==> src/rtl/twi_stat_pkg.sv <==
package twi_stat_pkg;
   localparam int STAT_BITS   = 8;
   // status word bit positions (host software decodes these)
   localparam int B_GCALL     = 7;
   localparam int B_STOP      = 6;
   localparam int B_IRQ       = 5;
   localparam int B_TX        = 4;
   localparam int B_BUSY      = 3;
   localparam int B_ARB       = 2;
   localparam int B_NACK      = 1;
   localparam int B_SLAVE     = 0;
   // sticky flag bank layout
   localparam int N_STICKY    = 3;
   localparam int S_GCALL     = 0;
   localparam int S_STOP      = 1;
   localparam int S_ARB       = 2;

   typedef struct packed {
      logic irq_set;
      logic gc_set;
      logic gc_clr;
      logic stop_set;
      logic phase_clr;
   } twi_qual_t;
endpackage

==> src/rtl/twi_flag_cell.sv <==
module twi_flag_cell #(
   parameter bit SET_WINS = 1'b1
) (
   input  logic clk,
   input  logic rst_n,
   input  logic set_i,
   input  logic clr_i,
   output logic q_o
);
   logic nxt;

   generate
      if (SET_WINS) begin : g_set_wins
         assign nxt = set_i | (q_o & ~clr_i);
      end else begin : g_clr_wins
         assign nxt = (q_o | set_i) & ~clr_i;
      end
   endgenerate

   always_ff @(posedge clk or negedge rst_n) begin
      if (!rst_n) q_o <= 1'b0;
      else        q_o <= nxt;
   end
endmodule

==> src/rtl/twi_evt_qual.sv <==
module twi_evt_qual
   import twi_stat_pkg::*;
#(
   parameter bit GC_ENABLE = 1'b1
) (
   input  logic      clk,
   input  logic      rst_n,
   input  logic      ev_own_addr_i,
   input  logic      ev_gcall_i,
   input  logic      ev_mst_byte_i,
   input  logic      ev_slv_byte_i,
   input  logic      ev_stop_i,
   input  logic      ev_start_i,
   input  logic      cfg_ack_en_i,
   input  logic      cfg_gc_en_i,
   output twi_qual_t qual_o
);
   logic own_ok;
   logic gc_ok;
   logic addressed_q;
   logic stop_ok;
   logic slv_ok;

   assign own_ok = ev_own_addr_i & cfg_ack_en_i;

   generate
      if (GC_ENABLE) begin : g_gc
         assign gc_ok = ev_gcall_i & cfg_gc_en_i & cfg_ack_en_i;
      end else begin : g_no_gc
         assign gc_ok = 1'b0;
      end
   endgenerate

   // addressed-slave record: opened by an accepted match, closed by stop/start
   twi_flag_cell #(.SET_WINS(1'b1)) u_addressed (
      .clk   (clk),
      .rst_n (rst_n),
      .set_i (own_ok | gc_ok),
      .clr_i (ev_stop_i | ev_start_i),
      .q_o   (addressed_q)
   );

   assign stop_ok = ev_stop_i & addressed_q;
   assign slv_ok  = ev_slv_byte_i & addressed_q;

   always_comb begin
      qual_o           = '0;
      qual_o.irq_set   = own_ok | gc_ok | ev_mst_byte_i | slv_ok | stop_ok;
      qual_o.gc_set    = gc_ok;
      qual_o.gc_clr    = own_ok | ev_start_i;
      qual_o.stop_set  = stop_ok;
      qual_o.phase_clr = ev_start_i;
   end
endmodule

==> src/rtl/twi_sticky_bank.sv <==
module twi_sticky_bank
   import twi_stat_pkg::*;
(
   input  logic                clk,
   input  logic                rst_n,
   input  twi_qual_t           qual_i,
   input  logic                ev_arb_lost_i,
   input  logic                ev_ack_smp_i,
   input  logic                ack_nack_i,
   output logic [N_STICKY-1:0] sticky_o,
   output logic                nack_o
);
   logic [N_STICKY-1:0] set_v;
   logic [N_STICKY-1:0] clr_v;

   always_comb begin
      set_v          = '0;
      clr_v          = '0;
      set_v[S_GCALL] = qual_i.gc_set;
      clr_v[S_GCALL] = qual_i.gc_clr;
      set_v[S_STOP]  = qual_i.stop_set;
      clr_v[S_STOP]  = qual_i.phase_clr;
      set_v[S_ARB]   = ev_arb_lost_i;
      clr_v[S_ARB]   = qual_i.phase_clr;
   end

   generate
      for (genvar i = 0; i < N_STICKY; i++) begin : g_cell
         twi_flag_cell #(.SET_WINS(1'b1)) u_cell (
            .clk   (clk),
            .rst_n (rst_n),
            .set_i (set_v[i]),
            .clr_i (clr_v[i]),
            .q_o   (sticky_o[i])
         );
      end
   endgenerate

   always_ff @(posedge clk or negedge rst_n) begin
      if (!rst_n)            nack_o <= 1'b0;
      else if (ev_ack_smp_i) nack_o <= ack_nack_i;
   end
endmodule

==> src/rtl/twi_status_flags.sv <==
module twi_status_flags
   import twi_stat_pkg::*;
#(
   parameter int STAT_W    = 8,
   parameter bit GC_ENABLE = 1'b1
) (
   input  logic              clk,
   input  logic              rst_n,
   input  logic              ev_own_addr_i,
   input  logic              ev_gcall_i,
   input  logic              ev_mst_byte_i,
   input  logic              ev_slv_byte_i,
   input  logic              ev_stop_i,
   input  logic              ev_start_i,
   input  logic              ev_arb_lost_i,
   input  logic              ev_ack_smp_i,
   input  logic              ack_nack_i,
   input  logic              lvl_tx_i,
   input  logic              lvl_busy_i,
   input  logic              lvl_slave_i,
   input  logic              cfg_ack_en_i,
   input  logic              cfg_gc_en_i,
   input  logic              stat_rd_i,
   output logic [STAT_W-1:0] stat_o,
   output logic              irq_o
);
   generate
      if (STAT_W != STAT_BITS) begin : g_bad_width
         $error("twi_status_flags: STAT_W must equal the fixed status layout width");
      end
   endgenerate

   twi_qual_t           qual;
   logic [N_STICKY-1:0] sticky;
   logic                nack_q;
   logic                irq_q;

   twi_evt_qual #(.GC_ENABLE(GC_ENABLE)) u_qual (
      .clk           (clk),
      .rst_n         (rst_n),
      .ev_own_addr_i (ev_own_addr_i),
      .ev_gcall_i    (ev_gcall_i),
      .ev_mst_byte_i (ev_mst_byte_i),
      .ev_slv_byte_i (ev_slv_byte_i),
      .ev_stop_i     (ev_stop_i),
      .ev_start_i    (ev_start_i),
      .cfg_ack_en_i  (cfg_ack_en_i),
      .cfg_gc_en_i   (cfg_gc_en_i),
      .qual_o        (qual)
   );

   twi_sticky_bank u_sticky (
      .clk           (clk),
      .rst_n         (rst_n),
      .qual_i        (qual),
      .ev_arb_lost_i (ev_arb_lost_i),
      .ev_ack_smp_i  (ev_ack_smp_i),
      .ack_nack_i    (ack_nack_i),
      .sticky_o      (sticky),
      .nack_o        (nack_q)
   );

   // a new event on a read cycle must survive: set beats clear
   twi_flag_cell #(.SET_WINS(1'b1)) u_irq (
      .clk   (clk),
      .rst_n (rst_n),
      .set_i (qual.irq_set),
      .clr_i (stat_rd_i),
      .q_o   (irq_q)
   );

   always_comb begin
      stat_o          = '0;
      stat_o[B_GCALL] = sticky[S_GCALL];
      stat_o[B_STOP]  = sticky[S_STOP];
      stat_o[B_IRQ]   = irq_q;
      stat_o[B_TX]    = lvl_tx_i;
      stat_o[B_BUSY]  = lvl_busy_i;
      stat_o[B_ARB]   = sticky[S_ARB];
      stat_o[B_NACK]  = nack_q;
      stat_o[B_SLAVE] = lvl_slave_i;
   end

   assign irq_o = irq_q;
endmodule


==> config.mk <==
export PLATFORM = sky130hd
export DESIGN_NAME = twi_status_flags
export DESIGN_NICKNAME = d
export VERILOG_FILES = /design/src/rtl/twi_stat_pkg.sv /design/src/rtl/twi_flag_cell.sv /design/src/rtl/twi_evt_qual.sv /design/src/rtl/twi_sticky_bank.sv /design/src/rtl/twi_status_flags.sv
export SDC_FILE = /design/constraint.sdc
export NUM_CORES = 1
export LEC_CHECK = 0
export CELL_PAD_IN_SITES_DETAIL_PLACEMENT = 1
export CELL_PAD_IN_SITES_GLOBAL_PLACEMENT = 2
export CORE_MARGIN = 4
export CORE_UTILIZATION = 13
export CTS_CLUSTER_DIAMETER = 60
export DETAILED_ROUTE_END_ITERATION = 16
export GPL_TIMING_DRIVEN = 0
export PLACE_DENSITY = 0.65
export SYNTH_ARGS = -nofsm -noshare
export SYNTH_HDL_FRONTEND = slang
export SYNTH_SLANG_ARGS = --single-unit
==> constraint.sdc <==
create_clock -name clk -period 0.8 [get_ports clk]
set_input_delay 0.2 -clock clk [delete_from_list [all_inputs] [get_ports clk]]
set_output_delay 0.2 -clock clk [all_outputs]
set_load 0.05 [all_outputs]
# == Word-level counts from Yosys, hierarchy flattened ==
# Index checks and enable logic that the tools add are counted.
# classes
bitwise_logic,25
# op_table
cell,n
$or 1x1->1,11
$and 1x1->1,10
$not 1->1,4
# totals
word_cells,31
reg_bits,6
inputBits,17
out_inout_bits,9

# == Longest topological paths before layout ==
# depth
ltp_word,7
mapped_depth,2
ltp_nobuf,2

# == Cells and area by module ==
# A second synthesis with hierarchy kept.
# hier_totals
cells_unflattened,35
hier_area_um2,349.1
# by_module_without_submodules
module,area_per_inst_um2,n_inst,cells_per_inst,seq_area_each_um2
twi_flag_cell,36.3,5,3,25.0
twi_evt_qual,90.1,1,13,0.0
twi_sticky_bank,40.0,1,2,25.0
twi_status_flags,37.5,1,5,0.0

# == Least setup slack after synthesis ==
# Ideal clock, no wire load.
# synth_path
path_type,flip-flop to output port
startpoint,register u_irq.q_o
endpoint,output stat_o[5]
required_ns,0.600
path_slack_ns,-0.304
path_stages_with_launch,2
path_buffers,1
t_arrival_ns,0.904
path_cell_list,dfrtp_1 -> buf_4
# synth_rtl
item,line_no,text
start: declaration,twi_flag_cell.sv:8,output logic q_o
start signal: assignment,twi_flag_cell.sv:22,else q_o <= nxt;
end: declaration,twi_status_flags.sv:24,"output logic [STAT_W-1:0] stat_o,"
# No word-level cell between the ends.

# == Worst setup path in the final report ==
# layout_path
startpoint,register u_irq.q_o
endpoint,output stat_o[5]
# No word-level cell between the ends.

==> flow_summary.yaml <==
floorplan:
  core-area_sq_um: 2230
  dieArea_sq_um: 3190
  chipWidth_um: 56.5
  row_count: 17
  io_pins: 26
  dieHeight_um: 56.5
  initial_core_util: 0.137
worst_setup_path:
  crit_chain: "buf_8 -> buf_6"
  max_stage_delay_ns: 0.42
  worstSetupPathDepth: 2
  rrSetupSlack_ns: -0.09
  reg2reg_depth: 2
  worst_ep_required_time_ns: 0.60
  crit_buf_inv: 2
  slowest_stage: "dfrtp_2"
  worstPathMaxFanout: 3
  crit_path_end_kind: "primary output"
  cp_top_family: "flip-flops"
  critPathLaunch: "u_irq.q_o"
  worstSetupPathType: "reg2out"
  cp.arrival_ns: 0.93
  crit_end: "stat_o[5]"
  cp-start-kind: "register"
  reg2reg_to: "u_sticky.nack_o"
  crit-reg2reg-launch: "u_sticky.nack_o"
place:
  portBuffers: 22
  hpwl_um: 711
  pre_cts_slack_ns: -0.648
  place_area_sq_um: 569
  gp_congestion: 0.692
grt:
  grt_overflow: 0
  grt_pass1_wl_mm: 1.54
  antenna_found_initial: 0
  grt_max_degree: 7
  first_global_vias: 360
  grt_usage: 0.0628
synth:
  netlist_area_sq_um: 305
  ys_ff_latch: 6
  synth_nets: 46
  ys_seq_area_frac: 0.492
  synthTopCellsByArea: "dfrtp_1, buf_4, inv_1, mux2_2, a22o_1"
  synth_cell_type_count: 15
  syn_inst: 29
  synth.avg_cell_area_sq_um: 10.5
  yosysWarningCount: 0
  yosysTopAreaCell: "dfrtp_1"
  yosysTopAreaCellShare: 0.492
power:
  total_power_mw: 1.02
  power_density_nw_per_um2: 1650
  ir_drop_v: 0.000527
  p_leak_nw: 0.306
cells_and_area:
  final_net_count: 74
  drive_gt1_frac: 0.446
  antenna_cells: 0
  fin_util: 0.277
  area_delta_synth_final_pct: 102
  fin_area_sq_um: 618
sta:
  layout_min_cycle_time_ns: 1.13
  drv_slew: 0
  finClkSkew_ns: 0.00739
  max_freq_mhz: 889
  fin_crit_sh: 1.41
  hold_viol: 0
  fin_ws_ns: -0.325
  whs_ns: 0.190
  rsz0062_at_grt: "true"
  setup_viol: 7
  tightest_slew_ns: 0.278
  max_slew_margin: 0.814
run_status:
  status: "finished with violations"
  violations: "setup timing"
job:
  drv_cap: 0
clocking:
  cts_sinks: 6
  clk_pin_slew_ns: 0.05
  clock-root-buffer: "clkbuf_4"
  cts_tree: "yes"
  cts.path.max_buffers: 2
  h-tree-depth: 1
  insertion_delay_ns: 0.25
  cts_hold_buf: 0
  cts_buffers: 3
routing:
  drtIter0Drc: 1
  ant_nets: 0
  num_vias: 299
  wirelength_um: 870
  drc: 0
  routedWlPerCell_um: 10.4
  first_pass_iters: 2
  via_per_inst: 3.56
worst_hold_path:
  hp-class: "in2async"
## where the power goes
group / internal, mW / switching [mW] / leakage (nW) / total, mW
combinational: 0.183 / 0.178 / 0.222 / 0.360
sequential: 0.330 / 0.0199 / 0.0696 / 0.350
clock: 0.190 / 0.121 / 0.0150 / 0.311
total: 0.702 / 0.319 / 0.306 / 1.02
## state kept, by name, indices dropped and copies added (netlist names)
signal / flops
u_qual.u_addressed.q_o: 1
u_sticky.nack_o: 1
u_sticky.g_cell.u_cell.q_o: 3
u_irq.q_o: 1
## cell families (layout without fill, tap and decap cells)
logic type             after synthesis  count (layout)  synth area share
multiplexers                         1               1            0.0369
flip-flops                           6               6             0.492
AO/OA/AOI/OAI                        7               7             0.172
AND/OR/NAND/NOR                      4               4            0.0656
buffers and inverters               11              38             0.234
## how the worst min path moves through the flow
stage / from / to / cells after the start
final: rst_n / u_qual.u_addressed.q_o / 1
after global routing: rst_n / u_qual.u_addressed.q_o / 1
after CTS: rst_n / u_qual.u_addressed.q_o / 1
after detailed placement: rst_n / u_qual.u_addressed.q_o / 1
after global placement: rst_n / u_qual.u_addressed.q_o / 1
after floorplan: rst_n / u_irq.q_o / 0
## what timing repair did
| action | 4_1_cts | 5_1_grt |
|---|---|---|
| gates resized for setup | 73 | 1 |
| pin swaps | 2 | 2 |
| setup endpoints to repair | 14 | 8 |
| buffers inserted | 1 | 1 |
## metrics by stage
stage | cells | setup TNS [ns]
3_3_place_gp | 79 | -6.83
4_1_cts | 84 | -1.87
5_1_grt | 84 | -2.03
2_1_floorplan | 29 | -0.140
3_5_place_dp | 79 | -6.86
6_report | 84 | -1.77
## cells in the mapped netlist
master	n
nor2_1	1
a31o_1	1
a22o_1	1
buf_4	8
nand2_1	1
a21oi_1	1
a21o_1	1
dfrtp_1	6
o2bb2ai_1	1
o2111ai_1	1
nand2b_1	1
and3_1	1
inv_1	3
mux2_2	1
o21ai_0	1
## routing by layer
| layer | vias to the layer above | global-route usage | routed length [um] |
|---|---|---|---|
| met4 | 0 | 0.0407 | 0 |
| met3 | 0 | 0.0345 | 93 |
| met1 | 137 | 0.0828 | 396 |
| met5 | - | 0 | 0 |
| met2 | 19 | 0.0759 | 380 |
| li1 | 143 | - | - |
## cells in the final DEF, fill, tap and decap left out, drive strengths merged, types with 3 or more instances in the layout
cell           count
dfrtp              6
buf               18
clkbuf             4
dlygate4sd2        6
clkdlybuf4s50      6
inv                3
## area by class of cell
cell class	count	area (sq um)
fill	264	1620
timing repair buffer	24	231
tap	28	35.0
multi-input combinational	12	91.3
buffer	7	71.3
clock buffer	4	26.3
sequential	6	151
inverter	3	11.3
## worst register-to-register path, cell delays in order (launching register included)
cell	delay (ns)
dfrtp_1	0.38
buf_4	0.13
mux2_4	0.26
(Power assumes the default switching activity.)
